File: config.mk
export PLATFORM = sky130hd
export DESIGN_NAME = pio_xfer_counter
export DESIGN_NICKNAME = d
export VERILOG_FILES = /design/src/rtl/pio_cnt_pkg.sv /design/src/rtl/pio_cnt_loader.sv /design/src/rtl/pio_cnt_down.sv /design/src/rtl/pio_cnt_seq.sv /design/src/rtl/pio_xfer_counter.sv
export SDC_FILE = /design/constraint.sdc
export NUM_CORES = 1
export LEC_CHECK = 0
export CAP_MARGIN = 20
export CORE_ASPECT_RATIO = 1.2
export CORE_UTILIZATION = 57
export DETAILED_ROUTE_END_ITERATION = 12
export DONT_BUFFER_PORTS = 1
export PLACE_DENSITY = 0.75
export SETUP_SLACK_MARGIN = 0.3
export SKIP_CTS_REPAIR_TIMING = 1
export SLEW_MARGIN = 10
export SYNTH_ARGS = -nofsm -noshare
export SYNTH_HDL_FRONTEND = slang
export SYNTH_HIERARCHICAL = 1
export SYNTH_SLANG_ARGS = --single-unit
File: constraint.sdc
create_clock -name clk -period 2.45 [get_ports clk]
set_input_delay 0.245 -clock clk [delete_from_list [all_inputs] [get_ports clk]]
set_output_delay 0.245 -clock clk [all_outputs]
set_load 0.02 [all_outputs]
File: src/rtl/pio_cnt_pkg.sv
package pio_cnt_pkg;

    typedef enum logic {
        MODE_FULL = 1'b0,
        MODE_RA   = 1'b1
    } cnt_mode_e;

    typedef enum logic [1:0] {
        SEQ_IDLE = 2'd0,
        SEQ_RUN  = 2'd1,
        SEQ_DONE = 2'd2
    } seq_state_e;

    typedef struct packed {
        logic running;
        logic done;
    } seq_flags_t;

    function automatic logic is_armed(input logic start, input logic bm_en);
        return start && bm_en;
    endfunction

endpackage

File: src/rtl/pio_cnt_loader.sv
module pio_cnt_loader
    import pio_cnt_pkg::*;
#(
    parameter int CNT_W = 32,
    parameter int RA_W  = 16
) (
    input  logic             clk,
    input  logic             rst,
    input  logic             ld_en,
    input  cnt_mode_e        mode,
    input  logic [CNT_W-1:0] wdata,
    output logic [CNT_W-1:0] ld_val,
    output logic             cfg_err
);
    localparam int UP_W = CNT_W - RA_W;

    logic upper_bad;

    always_comb begin
        ld_val    = wdata & ~CNT_W'(1);
        upper_bad = 1'b0;
        if (mode == MODE_RA) begin
            ld_val[CNT_W-1:RA_W] = '0;
            upper_bad = (wdata[CNT_W-1:RA_W] != UP_W'(0));
        end
    end

    always_ff @(posedge clk) begin
        if (rst)
            cfg_err <= 1'b0;
        else if (ld_en && upper_bad)
            cfg_err <= 1'b1;
    end

    AST_ERR_STICKY: assert property (@(posedge clk) disable iff (rst)
        cfg_err |=> cfg_err);

endmodule

File: src/rtl/pio_cnt_down.sv
module pio_cnt_down #(
    parameter int CNT_W = 32,
    parameter int STEP  = 2
) (
    input  logic             clk,
    input  logic             rst,
    input  logic             ld_en,
    input  logic [CNT_W-1:0] ld_val,
    input  logic             dec_en,
    output logic [CNT_W-1:0] count,
    output logic             is_zero,
    output logic             is_last
);
    localparam logic [CNT_W-1:0] STEP_V = CNT_W'(STEP);

    always_ff @(posedge clk) begin
        if (rst)
            count <= '0;
        else if (ld_en)
            count <= ld_val;
        else if (dec_en)
            count <= count - STEP_V;
    end

    assign is_zero = (count == '0);
    assign is_last = (count == STEP_V);

    AST_DEC_STEP: assert property (@(posedge clk) disable iff (rst)
        (dec_en && !ld_en) |=> (count == $past(count) - STEP_V));

    AST_EVEN_COUNT: assert property (@(posedge clk) disable iff (rst)
        ld_en |=> !count[0]);

endmodule

File: src/rtl/pio_cnt_seq.sv
module pio_cnt_seq
    import pio_cnt_pkg::*;
(
    input  logic       clk,
    input  logic       rst,
    input  logic       start,
    input  logic       bm_en,
    input  logic       cyc_done,
    input  logic       cnt_zero,
    input  logic       cnt_last,
    output seq_flags_t flags
);
    seq_state_e state, state_nx;

    always_comb begin
        state_nx = state;
        unique case (state)
            SEQ_IDLE: if (is_armed(start, bm_en))
                          state_nx = cnt_zero ? SEQ_DONE : SEQ_RUN;
            SEQ_RUN:  if (!bm_en)
                          state_nx = SEQ_IDLE;
                      else if (cyc_done && cnt_last)
                          state_nx = SEQ_DONE;
            SEQ_DONE: if (!bm_en)
                          state_nx = SEQ_IDLE;
            default:  state_nx = SEQ_IDLE;
        endcase
    end

    always_ff @(posedge clk) begin
        if (rst) state <= SEQ_IDLE;
        else     state <= state_nx;
    end

    assign flags.running = (state == SEQ_RUN);
    assign flags.done    = (state == SEQ_DONE);

    AST_DONE_HOLD: assert property (@(posedge clk) disable iff (rst)
        (flags.done && bm_en) |=> flags.done);

    AST_DONE_DROP: assert property (@(posedge clk) disable iff (rst)
        !bm_en |=> !flags.done);

    AST_ZERO_START: assert property (@(posedge clk) disable iff (rst)
        (state == SEQ_IDLE && start && bm_en && cnt_zero) |=> flags.done);

    AST_IDLE_START: assert property (@(posedge clk) disable iff (rst)
        (state == SEQ_IDLE && !bm_en) |=> !flags.running);

endmodule

File: src/rtl/pio_xfer_counter.sv
module pio_xfer_counter
    import pio_cnt_pkg::*;
#(
    parameter int CNT_W = 32,
    parameter int RA_W  = 16,
    parameter int STEP  = 2
) (
    input  logic             clk,
    input  logic             rst,
    input  logic             cfg_wr,
    input  logic             cfg_mode,
    input  logic [CNT_W-1:0] cfg_wdata,
    input  logic             bm_en,
    input  logic             start,
    input  logic             cyc_done,
    output logic             cyc_req,
    output logic [CNT_W-1:0] remain,
    output logic             xfer_done,
    output logic             cfg_err
);
    seq_flags_t       flags;
    logic             ld_en;
    logic             dec_en;
    logic             cnt_zero;
    logic             cnt_last;
    logic [CNT_W-1:0] ld_val;
    cnt_mode_e        mode;

    assign mode   = cnt_mode_e'(cfg_mode);
    assign ld_en  = cfg_wr && !flags.running;
    assign dec_en = flags.running && bm_en && cyc_done;

    pio_cnt_loader #(.CNT_W(CNT_W), .RA_W(RA_W)) u_loader (
        .clk    (clk),
        .rst    (rst),
        .ld_en  (ld_en),
        .mode   (mode),
        .wdata  (cfg_wdata),
        .ld_val (ld_val),
        .cfg_err(cfg_err)
    );

    pio_cnt_down #(.CNT_W(CNT_W), .STEP(STEP)) u_down (
        .clk    (clk),
        .rst    (rst),
        .ld_en  (ld_en),
        .ld_val (ld_val),
        .dec_en (dec_en),
        .count  (remain),
        .is_zero(cnt_zero),
        .is_last(cnt_last)
    );

    pio_cnt_seq u_seq (
        .clk     (clk),
        .rst     (rst),
        .start   (start),
        .bm_en   (bm_en),
        .cyc_done(cyc_done),
        .cnt_zero(cnt_zero),
        .cnt_last(cnt_last),
        .flags   (flags)
    );

    assign cyc_req   = flags.running && bm_en;
    assign xfer_done = flags.done;

    AST_REQ_NONZERO: assert property (@(posedge clk) disable iff (rst)
        cyc_req |-> (remain != '0));

    AST_RA_UPPER: assert property (@(posedge clk) disable iff (rst)
        (ld_en && mode == MODE_RA) |=> (remain[CNT_W-1:RA_W] == '0));

    AST_LOAD_BLOCKED: assert property (@(posedge clk) disable iff (rst)
        (cfg_wr && cyc_req && !cyc_done) |=> $stable(remain));

    AST_DONE_NO_REQ: assert property (@(posedge clk) disable iff (rst)
        xfer_done |-> !cyc_req);

endmodule

======== After elaboration in Yosys (flattened, before gate mapping) ========
Cells that the tools add are included.
Widths: inputs -> output; s select.
cells by class
  equal/unequal tests ..................... 6
  $add $sub $neg .......................... 1
  reduce and logical (&&, ||, !) cells .... 13
  muxes and demuxes ....................... 10
operator list
  kind                   number
  $mux 32                2
  $eq 32x2->1 const B    1
  $logic_not 32->1       1
  $sub 32x2->32 const B  1
  $mux 16                1
  $reduce_bool 16->1     1
  $mux 2                 5
  $logic_and 1x1->1      6
  $pmux 2 s3             1
  $ne 3x2->1 const B     1
  $reduce_and 3->1       1
  $eq 2x1->1 const B     1
  $eq 2x2->1 const B     1
  $logic_not 2->1        1
  $ne 2x1->1 const B     1
  $ne 2x2->1 const B     1
  $reduce_bool 2->1      1
  $reduce_or 2->1        1
  $logic_not 1->1        1
  $mux 1                 1
word-level totals
  word-level logic and storage cells ...... 34
  flip-flop bits (word level) ............. 35

======== Logic depth before layout (Yosys ltp) ========
  depth in word-level cells ............... 5
  gate-level depth with buffers ........... 8

======== By module ========
The synthesis kept the hierarchy.
by module, submodules not included
  module            sequential area each (sq um)  area each (sq um)  cells each  times used
  pio_cnt_down      640.6                         1,790.5            214         1
  pio_cnt_loader    20.0                          327.8              43          1
  pio_cnt_seq       40.0                          148.9              16          1
  pio_xfer_counter  0.0                           20.0               3           1

======== Worst setup path after synthesis ========
OpenSTA, ideal clock, no wires.
  path kind ............................... register -> register
  start point ............................. reg u_seq.state[0]
  end point ............................... reg u_down.count[26]
  data arrival time ....................... 2.606 ns
  cell stages (with the launch flop) ...... 9
  slack ................................... -0.247 ns
  required time ........................... 2.359 ns
  buffers on the path ..................... 2
  path through ............................ dfxtp_1 and2b_2 and3_1 clkbuf_1 or4b_1 or4_1 clkbuf_1 or4_1 a311oi_1
RTL lines
  item                    RTL line            text
  start, declared         pio_cnt_seq.sv:13   seq_state_e state, state_nx;
  start signal, assigned  pio_cnt_seq.sv:32   else state <= state_nx;
  end signal, assigned    pio_cnt_down.sv:20  count <= ld_val;
  end signal, assigned    pio_cnt_down.sv:22  count <= count - STEP_V;
  end, declared           pio_cnt_down.sv:10  output logic [CNT_W-1:0] count,

==> impl_summary.log <==
INFO  metric number_of_flip_flops_and_latches_in_the_synthesized_netlist = 35
INFO  metric via_count = 2223
INFO  metric first_pass_iters = 4
INFO  metric synth.net_count = 316
INFO  metric clock_power_share = 0.179
INFO  metric smallest_setup_slack_after_layout = -0.01900 ns
INFO  metric io_pins = 74
INFO  metric critPathCaptureType = flip-flop
INFO  metric fin_skew = 0.006769 ns
INFO  metric synth-edff-count = 0
INFO  metric maximum_fanout_along_the_worst_path = 5
INFO  metric finish.net_count = roughly 340
INFO  metric placedCellCount = 337
INFO  metric antenna_cells = 0
INFO  metric syn-cell-area = between 0.002 and 0.0025 sq mm
INFO  metric comb_power_share = 0.462
INFO  metric seq_power_share = 0.359
INFO  metric fraction_of_layout_instances_using_a_drive_strength_above_1 = 0.3367
INFO  metric cp_data_required_time = roughly 2.6 ns
INFO  metric powerDensity = 812.1 mW/mm^2
INFO  metric area_delta_synth_final = 19.47%
INFO  metric synth.largest_area_cell = sky130_fd_sc_hd__dfxtp_1
INFO  metric remaining_antenna_violation_count_after_routing = 0
INFO  metric total_switching_power = 904.1 uW
INFO  metric initial_utilization = 0.6142
INFO  metric dp_hpwl = 4.239 mm
INFO  metric crit_type = reg2reg
INFO  metric grt_max_degree = 56
INFO  metric run_status = finished with violations
INFO  metric synthTopCellsByCount = 35 x sky130_fd_sc_hd__dfxtp_1, 31 x sky130_fd_sc_hd__nor2_1, 17 x sky130_fd_sc_hd__a311oi_1, 17 x sky130_fd_sc_hd__or4_1
INFO  metric postSynthAreaPerCell = between 8 and 9 sq um
INFO  metric holdWs = approximately 0.018 ns
INFO  metric cellInternalPower = 1315 uW
INFO  metric final-hold-violation-count = 0
INFO  metric synth_cell_types = 50
INFO  metric yosysWarningCount = 6
INFO  metric yosys.cell_count.top_type = sky130_fd_sc_hd__dfxtp_1
INFO  metric max_slew.worst_pin.slew = 0.8739 ns
INFO  metric gpl.final_weighted_congestion = 0.8256
INFO  metric hold_class = in2reg
INFO  metric grt_util_all_layers = 0.2788
INFO  metric vdd_drop_max = 0.5154 mV
INFO  metric buffer_ports.inserted = 0
INFO  metric report.final.setup_viol = 2
INFO  metric cts_root_buffer = sky130_fd_sc_hd__clkbuf_8
INFO  metric grt_first_pass_wirelength = a little over 9 mm
INFO  metric routedWlPerCell = 17.36 microns
INFO  metric synthesis.instances = 276
INFO  metric design.die.area = ~0.0043 sq mm
INFO  metric failed_checks = negative setup slack
INFO  metric synth.top_cell.area_share = 0.3063
INFO  metric die_w = roughly 60 microns
INFO  metric grt_setup_unrepaired = yes
INFO  metric placement_rows = 24
INFO  metric cts.path.max_buffers = 2
INFO  metric max-cap-violations = 0
INFO  metric grt_antenna_before_repair = 0
INFO  metric report.final.slew_viol_count = 0
INFO  metric die_y = roughly 70 microns
INFO  metric synth_flop_cell = sky130_fd_sc_hd__dfxtp_1
INFO  metric swShare = 0.4074
INFO  metric timing.critical_path.arrival = about 2.6 ns
INFO  metric dr.first_iter.drc_count = about 150
INFO  metric grt_overflow_total = 0
INFO  metric final_min_period_over_clock_period = 1.008
INFO  metric first_global_vias = 2017
INFO  metric timing.critical_path.from_type = flip-flop
INFO  metric async_reset_ff_frac = 0
INFO  metric netlist_top_cells_area = sky130_fd_sc_hd__dfxtp_1 31%, sky130_fd_sc_hd__a311oi_1 6.5%, sky130_fd_sc_hd__or4_1 5.6%, sky130_fd_sc_hd__buf_4 5.3%, sky130_fd_sc_hd__nor2_1 5.1%
INFO  metric number_of_h_tree_levels = 2
INFO  metric ys_seq_area_frac = 0.3063
INFO  metric post-route-min-period = 2.469 ns
INFO  metric worst_slew_margin_rel = 0.4166
INFO  metric finish.cell_count_without_fillers = 349
INFO  metric power.static_leakage = 0.0009717 uW
INFO  metric number_of_buffers_created_by_cts = 5
INFO  metric insertion_delay = 0.29 ns
INFO  metric clock_sink_count = 35
INFO  metric path_clk_slew = approximately 0.07 ns
INFO  metric cts_tree = built
INFO  metric fp.coreArea = 0.003724 sq mm
INFO  metric fmax = 0.4050 GHz
INFO  metric drt_drc_violations_left = 0
INFO  metric totalWireLength = 6.057 mm
INFO  metric via_per_inst = 6.370
final cells by class:
type / count / area, sq um
multi-input combinational: 201 / 1486
fill: 312 / 991.0
sequential: 35 / 718.2
timing repair buffer: 46 / 356.6
clock buffer: 7 / 76.32
tap: 52 / 65.06
inverter: 8 / 30.03
path summary, 6_finish.rpt:
| path | slack [ns] | from | end | cells after the start |
|---|---|---|---|---|
| max | -0.02 | u_seq/state[1] | u_down/count[26] | 7 |
| min | 0.02 | rst | u_down/count[20] | 1 |
| max reg2reg | -0.02 | u_seq/state[1] | u_down/count[26] | 7 |
| min reg2reg | 0.57 | u_down/count[5] | u_down/count[5] | 2 |
placed cells by master, fill, tap and decap left out, drive strengths merged, types with 4 or more instances in the layout:
master and count:
o21ai 5, buf 46, a311oi 17, or4 19, a21oi 5, or3 11
dfxtp 35, or2 4, nor3 6, nor2b 18, nor2 31, xnor2 6
nor4 11, nand2 11, o31ai 12, clkbuf 7, a211oi 10, inv 8
power by group through the flow:
stage,Sequential (uW),Combinational (uW),Clock (uW)
after floorplan,921,580,0
after global placement,803,931,0
after detailed placement,806,951,0
after CTS,795,954,402
after global routing,810,1090,430
final,797,1030,397
metrics by stage:
stage | worst slack, ns | setup TNS, ns | power (uW) | area (sq um) | util
after floorplan | -0.1192 | -0.3804 | 1501 | 2369 | -
after global placement | 0.02182 | 0 | 1734 | 2516 | 0.6757
after detailed placement | -0.09724 | -0.1199 | 1757 | 2516 | 0.6757
after CTS | -0.1149 | -0.1813 | 2151 | 2592 | 0.6962
after global routing | -0.05314 | -0.2261 | 2333 | 2733 | 0.7339
final | -0.01900 | -0.02409 | 2219 | 2733 | 0.7339
worst max-delay path: stages, from the launching register on:
cell and delay, ns:
sky130_fd_sc_hd__dfxtp_2 0.32, sky130_fd_sc_hd__and2b_2 0.21, sky130_fd_sc_hd__and3_4 0.18, sky130_fd_sc_hd__or4b_4 0.49, sky130_fd_sc_hd__or4_4 0.47, sky130_fd_sc_hd__buf_4 0.16
sky130_fd_sc_hd__o31ai_1 0.32, sky130_fd_sc_hd__a311oi_2 0.15
sequential cells by signal (all words and copies together), names as in the netlist:
name / cells
u_loader/cfg_err: 1
u_down/count: 32
u_seq/state: 2
routing by layer:
layer  GRT usage  part of all wire  routed length [microns]
met1      0.3250              0.41                     2495
met2      0.4667              0.50                     3056
met3     0.08664             0.073                      445
met4      0.1111            0.0097                       59
met5           0                 0                        0
cell families (layout without fill, tap and decap cells):
group / count (synthesis) / in the layout / synth area share
AND/OR/NAND/NOR: 126 / 126 / 0.3348
multiplexers: 1 / 1 / 0.004377
other: 1 / 1 / 0.001640
buffers and inverters: 40 / 61 / 0.09683
XOR/XNOR: 9 / 9 / 0.03447
flip-flops: 35 / 35 / 0.3063
adder cells (fa/ha/maj): 1 / 1 / 0.005470
AO/OA/AOI/OAI: 63 / 63 / 0.2161
No activity file was read; power rests on OpenSTA's default activity.
